## config.mk

```make
export PLATFORM = sky130hd
export DESIGN_NAME = spd_eeprom_slave
export DESIGN_NICKNAME = d
export VERILOG_FILES = /design/src/rtl/spd_eeprom_pkg.sv /design/src/rtl/spd_line_filter.sv /design/src/rtl/spd_eeprom_ctrl.sv /design/src/rtl/spd_eeprom_datapath.sv /design/src/rtl/spd_eeprom_slave.sv
export SDC_FILE = /design/constraint.sdc
export NUM_CORES = 2
export LEC_CHECK = 0
export BUFFER_PORTS_ARGS = -buffer_cell sky130_fd_sc_hd__buf_2
export CORE_AREA = 2 2 357 253
export DETAILED_ROUTE_END_ITERATION = 16
export DIE_AREA = 0 0 359 255
export GPL_ROUTABILITY_DRIVEN = 1
export GPL_TIMING_DRIVEN = 0
export PLACE_DENSITY = 0.75
export SETUP_SLACK_MARGIN = 0.5
export SYNTH_ARGS = -nofsm -noshare
export SYNTH_HDL_FRONTEND = slang
export SYNTH_HIERARCHICAL = 1
export SYNTH_SLANG_ARGS = --single-unit
```

## constraint.sdc

```tcl
create_clock -name clk -period 4.3 [get_ports clk]
set_input_delay 0.43 -clock clk [delete_from_list [all_inputs] [get_ports clk]]
set_output_delay 0.43 -clock clk [all_outputs]
set_load 0.02 [all_outputs]
```

## src/rtl/spd_eeprom_pkg.sv

```systemverilog
`timescale 1ns/1ps
package spd_eeprom_pkg;

  localparam int ADDR_W = 8;
  localparam int MEM_BYTES = 1 << ADDR_W;
  localparam int LOCKED_BYTES = MEM_BYTES / 2;
  localparam int SUM_INDEX = 63;
  localparam logic [3:0] DEV_TYPE = 4'b1010;

  typedef enum logic [3:0] {
    ST_IDLE,
    ST_DEV,
    ST_DEV_ACK,
    ST_WADDR,
    ST_WADDR_ACK,
    ST_WDATA,
    ST_WDATA_ACK,
    ST_RDATA,
    ST_RDATA_ACK
  } ctrlState_t;

  typedef struct packed {
    logic shiftIn;
    logic loadPtr;
    logic writeMem;
    logic loadTx;
    logic shiftTx;
  } dpStrobe_t;

  function automatic logic [7:0] lockedPattern(input logic [ADDR_W-1:0] idx);
    logic [7:0] val;
    val = idx * 8'd5 + 8'h11;
    return val;
  endfunction

  function automatic logic [7:0] lockedChecksum();
    logic [7:0] acc;
    acc = 8'h00;
    for (int i = 0; i < SUM_INDEX; i++) begin
      acc = acc + lockedPattern(ADDR_W'(i));
    end
    return acc;
  endfunction

endpackage

```

## src/rtl/spd_line_filter.sv

```systemverilog
`timescale 1ns/1ps
module spd_line_filter #(
  parameter int FILT_LEN = 25
) (
  input  logic clk,
  input  logic rstN,
  input  logic lineIn,
  output logic lineOut
);
  localparam int CW = $clog2(FILT_LEN + 1);

  logic syncA;
  logic syncB;
  logic [CW-1:0] stableCnt;

  always_ff @(posedge clk or negedge rstN) begin
    if (!rstN) begin
      syncA     <= 1'b1;
      syncB     <= 1'b1;
      lineOut   <= 1'b1;
      stableCnt <= '0;
    end else begin
      syncA <= lineIn;
      syncB <= syncA;
      if (syncB == lineOut) begin
        stableCnt <= '0;
      end else if (stableCnt == CW'(FILT_LEN - 1)) begin
        lineOut   <= syncB;
        stableCnt <= '0;
      end else begin
        stableCnt <= stableCnt + 1'b1;
      end
    end
  end
endmodule

```

## src/rtl/spd_eeprom_ctrl.sv

```systemverilog
`timescale 1ns/1ps
module spd_eeprom_ctrl
  import spd_eeprom_pkg::*;
#(
  parameter int WRITE_CYCLES = 3750000
) (
  input  logic       clk,
  input  logic       rstN,
  input  logic       sclF,
  input  logic       sdaF,
  input  logic [2:0] strapAddr,
  input  logic [7:0] rxByte,
  output dpStrobe_t  strobe,
  output ctrlState_t state,
  output logic       ackDrive,
  output logic       sendPhase,
  output logic       busy
);
  localparam int BW = $clog2(WRITE_CYCLES + 1);

  logic sclPrev, sdaPrev;
  logic startEv, stopEv, sclRise, sclFall;
  logic [3:0] bitCnt, nBit;
  logic rwBit, nRw;
  logic mAck, nMAck;
  logic wrPending, nWrPend;
  logic [BW-1:0] busyCnt, nBusyCnt;
  ctrlState_t nState;
  logic nAck, nSend;
  logic addrHit;

  assign startEv = sclF && sclPrev && sdaPrev && !sdaF;
  assign stopEv  = sclF && sclPrev && !sdaPrev && sdaF;
  assign sclRise = sclF && !sclPrev;
  assign sclFall = !sclF && sclPrev;
  assign busy    = (busyCnt != '0);
  assign addrHit = (rxByte[7:1] == {DEV_TYPE, strapAddr});

  always_comb begin
    nState   = state;
    nBit     = bitCnt;
    nRw      = rwBit;
    nMAck    = mAck;
    nAck     = ackDrive;
    nSend    = sendPhase;
    nWrPend  = wrPending;
    nBusyCnt = busy ? busyCnt - 1'b1 : busyCnt;
    strobe   = '0;
    if (startEv) begin
      nState = ST_DEV;
      nBit   = '0;
      nAck   = 1'b0;
      nSend  = 1'b0;
    end else if (stopEv) begin
      nState = ST_IDLE;
      nAck   = 1'b0;
      nSend  = 1'b0;
      if (wrPending) begin
        nBusyCnt = BW'(WRITE_CYCLES);
        nWrPend  = 1'b0;
      end
    end else begin
      unique case (state)
        ST_DEV, ST_WADDR, ST_WDATA: begin
          if (sclRise && bitCnt < 4'd8) begin
            strobe.shiftIn = 1'b1;
            nBit = bitCnt + 4'd1;
          end else if (sclFall && bitCnt == 4'd8) begin
            nBit = '0;
            if (state == ST_DEV) begin
              if (addrHit && !busy) begin
                nAck   = 1'b1;
                nRw    = rxByte[0];
                nState = ST_DEV_ACK;
              end else begin
                nState = ST_IDLE;
              end
            end else if (state == ST_WADDR) begin
              nAck           = 1'b1;
              strobe.loadPtr = 1'b1;
              nState         = ST_WADDR_ACK;
            end else begin
              nAck            = 1'b1;
              strobe.writeMem = 1'b1;
              nWrPend         = 1'b1;
              nState          = ST_WDATA_ACK;
            end
          end
        end
        ST_DEV_ACK: begin
          if (sclFall) begin
            nAck = 1'b0;
            if (rwBit) begin
              strobe.loadTx = 1'b1;
              nSend  = 1'b1;
              nState = ST_RDATA;
            end else begin
              nState = ST_WADDR;
            end
          end
        end
        ST_WADDR_ACK, ST_WDATA_ACK: begin
          if (sclFall) begin
            nAck   = 1'b0;
            nState = ST_WDATA;
          end
        end
        ST_RDATA: begin
          if (sclRise && bitCnt < 4'd8) begin
            nBit = bitCnt + 4'd1;
          end else if (sclFall) begin
            if (bitCnt == 4'd8) begin
              nBit   = '0;
              nSend  = 1'b0;
              nState = ST_RDATA_ACK;
            end else begin
              strobe.shiftTx = 1'b1;
            end
          end
        end
        ST_RDATA_ACK: begin
          if (sclRise) begin
            nMAck = !sdaF;
          end else if (sclFall) begin
            if (mAck) begin
              strobe.loadTx = 1'b1;
              nSend  = 1'b1;
              nState = ST_RDATA;
            end else begin
              nState = ST_IDLE;
            end
          end
        end
        default: ;
      endcase
    end
  end

  always_ff @(posedge clk or negedge rstN) begin
    if (!rstN) begin
      sclPrev   <= 1'b1;
      sdaPrev   <= 1'b1;
      state     <= ST_IDLE;
      bitCnt    <= '0;
      rwBit     <= 1'b0;
      mAck      <= 1'b0;
      ackDrive  <= 1'b0;
      sendPhase <= 1'b0;
      wrPending <= 1'b0;
      busyCnt   <= '0;
    end else begin
      sclPrev   <= sclF;
      sdaPrev   <= sdaF;
      state     <= nState;
      bitCnt    <= nBit;
      rwBit     <= nRw;
      mAck      <= nMAck;
      ackDrive  <= nAck;
      sendPhase <= nSend;
      wrPending <= nWrPend;
      busyCnt   <= nBusyCnt;
    end
  end
endmodule

```

## src/rtl/spd_eeprom_datapath.sv

```systemverilog
`timescale 1ns/1ps
module spd_eeprom_datapath
  import spd_eeprom_pkg::*;
(
  input  logic              clk,
  input  logic              rstN,
  input  dpStrobe_t         strobe,
  input  logic              sdaBit,
  input  logic              wpIn,
  output logic [7:0]        rxByte,
  output logic [ADDR_W-1:0] ptr,
  output logic              txMsb
);
  localparam int UPPER_W = ADDR_W - 1;
  localparam int UPPER_BYTES = MEM_BYTES - LOCKED_BYTES;
  localparam logic [7:0] SUM_BYTE = lockedChecksum();

  logic [7:0] upperMem [UPPER_BYTES];
  logic [7:0] txShift;
  logic [7:0] rdByte;
  logic [UPPER_W-1:0] upperIdx;
  logic inUpper;

  assign inUpper  = ptr[ADDR_W-1];
  assign upperIdx = ptr[UPPER_W-1:0];
  assign txMsb    = txShift[7];

  always_comb begin
    if (inUpper) begin
      rdByte = upperMem[upperIdx];
    end else if (ptr == ADDR_W'(SUM_INDEX)) begin
      rdByte = SUM_BYTE;
    end else begin
      rdByte = lockedPattern(ptr);
    end
  end

  always_ff @(posedge clk or negedge rstN) begin
    if (!rstN) begin
      rxByte  <= '0;
      ptr     <= '0;
      txShift <= 8'hFF;
    end else begin
      if (strobe.shiftIn) begin
        rxByte <= {rxByte[6:0], sdaBit};
      end
      if (strobe.loadPtr) begin
        ptr <= rxByte;
      end else if (strobe.writeMem || strobe.loadTx) begin
        ptr <= ptr + 1'b1;
      end
      if (strobe.loadTx) begin
        txShift <= rdByte;
      end else if (strobe.shiftTx) begin
        txShift <= {txShift[6:0], 1'b1};
      end
    end
  end

  for (genvar g = 0; g < UPPER_BYTES; g++) begin : g_cell
    always_ff @(posedge clk or negedge rstN) begin
      if (!rstN) begin
        upperMem[g] <= 8'hFF;
      end else if (strobe.writeMem && inUpper && !wpIn && upperIdx == UPPER_W'(g)) begin
        upperMem[g] <= rxByte;
      end
    end
  end
endmodule

```

## src/rtl/spd_eeprom_slave.sv

```systemverilog
`timescale 1ns/1ps
module spd_eeprom_slave
  import spd_eeprom_pkg::*;
#(
  parameter int FILT_LEN = 25,
  parameter int WRITE_CYCLES = 3750000
) (
  input  logic       clk,
  input  logic       rstN,
  input  logic       sclIn,
  input  logic       sdaIn,
  output logic       sdaOe,
  input  logic [2:0] strapAddr,
  input  logic       wpIn
);
  logic [1:0] rawLines;
  logic [1:0] cleanLines;
  logic sclFilt, sdaFilt;
  dpStrobe_t strobe;
  ctrlState_t ctrlState;
  logic ackDrive, sendPhase, busy, txMsb;
  logic [7:0] rxByte;
  logic [ADDR_W-1:0] ptr;

  assign rawLines = {sdaIn, sclIn};

  for (genvar g = 0; g < 2; g++) begin : g_filt
    spd_line_filter #(.FILT_LEN(FILT_LEN)) u_filt (
      .clk     (clk),
      .rstN    (rstN),
      .lineIn  (rawLines[g]),
      .lineOut (cleanLines[g])
    );
  end

  assign sclFilt = cleanLines[0];
  assign sdaFilt = cleanLines[1];

  spd_eeprom_ctrl #(.WRITE_CYCLES(WRITE_CYCLES)) u_ctrl (
    .clk       (clk),
    .rstN      (rstN),
    .sclF      (sclFilt),
    .sdaF      (sdaFilt),
    .strapAddr (strapAddr),
    .rxByte    (rxByte),
    .strobe    (strobe),
    .state     (ctrlState),
    .ackDrive  (ackDrive),
    .sendPhase (sendPhase),
    .busy      (busy)
  );

  spd_eeprom_datapath u_dp (
    .clk    (clk),
    .rstN   (rstN),
    .strobe (strobe),
    .sdaBit (sdaFilt),
    .wpIn   (wpIn),
    .rxByte (rxByte),
    .ptr    (ptr),
    .txMsb  (txMsb)
  );

  assign sdaOe = ackDrive || (sendPhase && !txMsb);
endmodule

```

==> metrics <==
run status complete, but fails checks; violated checks capacitance limit, slew limit; post-route cell area 0.0599 mm^2; width of the die 359 um; type of element capturing the critical path register; clock buffer depth 3; #FFs+latches synth 1101; post-route ant nets 0; max-capacitance violation count 3; EDFF count, synth 0; area after detailed placement 0.0543 mm^2; peak clock frequency supported by timing 0.245 GHz; cell at the root of the clock tree clkbuf_16; count of buffers inserted at the top-level ports 8; number of antenna violations at the first check in global routing 32; GRT Resource Usage Total 0.491; Clock Skew 0.0729 ns; area added between synthesis and finish 14.1%; die outline area 0.0915 mm^2; async set-reset flop share out of synthesis 1.00; router iterations before antenna repair 8; combined area of the multi-input logic cells 0.0236 mm^2; cell total after placement 4652; Seq/Total Area, Yosys 0.549; ratio of cells with drive above 1 in the final layout 0.767; initial cell density of the core 0.592; Power Dens Cells 341 mW/mm^2; Fillers 5784; row cnt 92; first-pass GRT wire length 301000 um; Worst Path Required 4.89 ns; unrepaired setup endpoints after global routing yes; reg-to-reg setup timing slack 0.21 ns; worst reg-to-reg path cell count 8; Sequential Area 0.0289 mm^2; Die Span Y 255 um; final hold vios 0; Clock Sinks 1101; total wirelength of the detailed-routed design 225000 um; clock latency at the later pin of the worst-skew pair 0.75 ns; TritonCTS clock tree built; maximum vdd ir drop 0.325 mV; total count of max-transition violations in the final report 20; area of the placeable core 0.0888 mm^2; Slew headroom -0.00442; post-CTS clock slew at the launch and capture registers of the worst setup and hold paths 0.06 ns; Post-Syn Nets 3490; vias in the first global route 35800; half-perimeter wire length of the detailed placement result 157000 um; critical path startpoint category register; Tightest Hold Check Type primary input to asynchronous set/reset pin; ys flop type dfstp_2; net total in the final layout 3649; count of vias placed by the detailed router 36700; number of failing setup endpoints in the final timing report 0; Crit path arrival time 4.67 ns; warning count from the yosys run 6; core occupancy in the finished layout 0.675; post-route insts no fill 4895; synthesized area per cell 15.2 um^2; number of CTS-inserted buffers 105; minimum setup slack in the final design 0.212 ns; Min Clock Period, post-route 4.09 ns; final clock period utilization by the worst path 0.951; gp weighted congestion 1.07; critical path fanouts, max 10; remaining design rule violation count 0; Ports 9; iteration-0 DRC count of the detailed router 5422; number of standard cells after synthesis 3459; critical register-to-register path startpoint u_dp/ptr[1]$_DFFE_PN0P_; combined area of all synthesized cells 0.0525 mm^2; R2R Path End u_dp/txShift[4]$_DFFE_PN1P_; pin slew with the least headroom to its limit 1.51 ns; overflow left after global routing 0; standby leakage power 23.3 nW; ranking of synthesized cells by area dfstp_2 (52%), mux2_2 (22%), mux4_2 (10%), dfrtp_1 (2.9%), mux2i_1 (1.8%); average via count per standard cell 7.49; Yosys top cell area share 0.520; post-place setup slack -1.79 ns; routed length per instance 45.9 um; pin count of the biggest net entering global routing 134; H-tree depth 3; type of the setup path with the least slack register to register; Synth cell types 78; Synth area leader dfstp_2
==> registers in the layout, summed over array words and instances, names as in the netlist, 2 cells and up <==
register / flops
u_dp/ptr: 8
u_dp/upperMem: 1024
u_dp/rxByte: 8
g_filt.u_filt/stableCnt: 10
g_filt.u_filt/syncB: 2
u_ctrl/busyCnt: 22
u_ctrl/state: 4
g_filt.u_filt/syncA: 2
g_filt.u_filt/lineOut: 2
u_dp/txShift: 8
u_ctrl/bitCnt: 4
==> metrics by stage <==
step                power, mW  setup TNS (ns)  hold WS (ns)
floorplan                10.6               0         0.134
global placement         10.7               -         0.350
detailed placement       10.8         -818.18         0.348
CTS                      20.5               0         0.237
global route             20.9               0         0.267
finish                   20.4               0         0.224
==> worst max-delay path by stage <==
stage	startpoint	depth (start not counted)	to	slack, ns
6_report	u_dp/ptr[1]$_DFFE_PN0P_	8	u_dp/txShift[4]$_DFFE_PN1P_	0.21
2_1_floorplan	u_dp/ptr[0]$_DFFE_PN0P_	12	u_dp/upperMem[1000]$_DFFE_PN1P_	1.40
3_3_place_gp	rstN	1	u_dp/rxByte[3]$_DFFE_PN0P_	-18.17
3_5_place_dp	u_dp/ptr[1]$_DFFE_PN0P_	9	u_dp/upperMem[287]$_DFFE_PN1P_	-1.79
5_1_grt	u_dp/ptr[1]$_DFFE_PN0P_	8	u_dp/txShift[4]$_DFFE_PN1P_	0.37
4_1_cts	u_dp/ptr[1]$_DFFE_PN0P_	8	u_dp/txShift[4]$_DFFE_PN1P_	0.24
==> layer usage <==
metal  part of all wire  routed length, um  global-route usage  up-vias
li1                   -                  -                   -    13200
met1               0.36              81700               0.613    19500
met2               0.39              86700               0.638     3150
met3               0.17              38400               0.293      812
met4              0.076              17200               0.310       37
met5             0.0038                846              0.0397        -
==> power by group <==
part           total, mW  switching [mW]  leakage [nW]  internal, mW
clock network       9.78            4.30          1.78          5.48
logic              0.247           0.210          9.96        0.0363
registers           10.4         0.00607          11.6          10.4
total               20.4            4.52          23.3          15.9
==> what timing repair did <==
item,CTS,global route
resized for setup,287,100
hold endpoints to repair,45,0
buffers inserted,13,17
pin swaps,9,12
hold buffers,3,0
endpoints found under the setup margin,1009,686
==> Yosys cell counts, types with 7 or more instances <==
library cell	number
mux2_2	1043
dfstp_2	1040
mux4_2	242
clkbuf_1	176
nor2_1	140
nand2_1	106
mux2i_1	92
dfrtp_1	61
a22oi_1	45
a21oi_1	39
nand3_1	35
o21ai_0	31
inv_1	26
buf_2	25
xor2_1	25
nor3_1	23
ha_1	22
xnor2_1	19
buf_4	17
buf_6	17
nor2_2	15
o22ai_1	15
and3_1	13
buf_1	12
nor2b_1	12
nand2b_1	10
a31oi_1	9
a221oi_1	8
and2_1	8
or3_1	7
==> cell usage in the layout (no fill, tap or decap), types with 8 or more instances in the layout <==
cell	count
a21oi_1	37
a22oi_1	39
a31oi_1	8
and2_1	8
and3_1	13
buf_12	23
buf_16	10
buf_2	19
buf_4	30
buf_6	23
clkbuf_1	158
clkbuf_16	106
clkbuf_2	21
clkbuf_4	17
clkbuf_8	34
clkinv_2	19
dfrtp_1	60
dfstp_2	1040
diode_2	15
ha_1	22
inv_1	26
mux2_2	1043
mux2i_1	76
mux2i_4	9
mux4_2	242
nand2_1	80
nand2_2	11
nand2_4	12
nand2b_1	10
nand3_1	22
nand3_4	12
nor2_1	62
nor2_2	25
nor2_4	68
nor2b_1	11
nor3_1	21
o21ai_0	30
o22ai_1	15
xnor2_1	19
xor2_1	25
==> cell type report <==
| class | instances | share of cell area |
|---|---|---|
| Sequential cell | 1101 | 0.481 |
| Clock buffer | 155 | 0.0527 |
| Clock inverter | 39 | 0.00806 |
| Antenna cell | 15 | 0.000626 |
| Multi-Input combinational cell | 2081 | 0.393 |
| Tap cell | 1175 | 0.0245 |
| Inverter | 28 | 0.00177 |
| Buffer | 249 | 0.0240 |
| Timing Repair Buffer | 52 | 0.0138 |
==> critical path, cell delays in order (launching register included) <==
cell	delay, ns
dfrtp_1	0.46
buf_2	0.26
buf_2	0.63
clkbuf_4	0.61
mux4_2	0.47
a22oi_2	0.46
a21oi_1	0.23
o41ai_2	0.65
o221ai_1	0.19
==> kinds of logic after synthesis <==
group / Yosys count / synth area share
multiplexers: 1382 / 0.346
adder cells (fa/ha/maj): 23 / 0.00562
AND/OR/NAND/NOR: 412 / 0.0381
buffers and inverters: 277 / 0.0246
AO/OA/AOI/OAI: 220 / 0.0292
flip-flops: 1101 / 0.549
XOR/XNOR: 44 / 0.00733
Note: power is estimated with default switching activity, not from simulation.
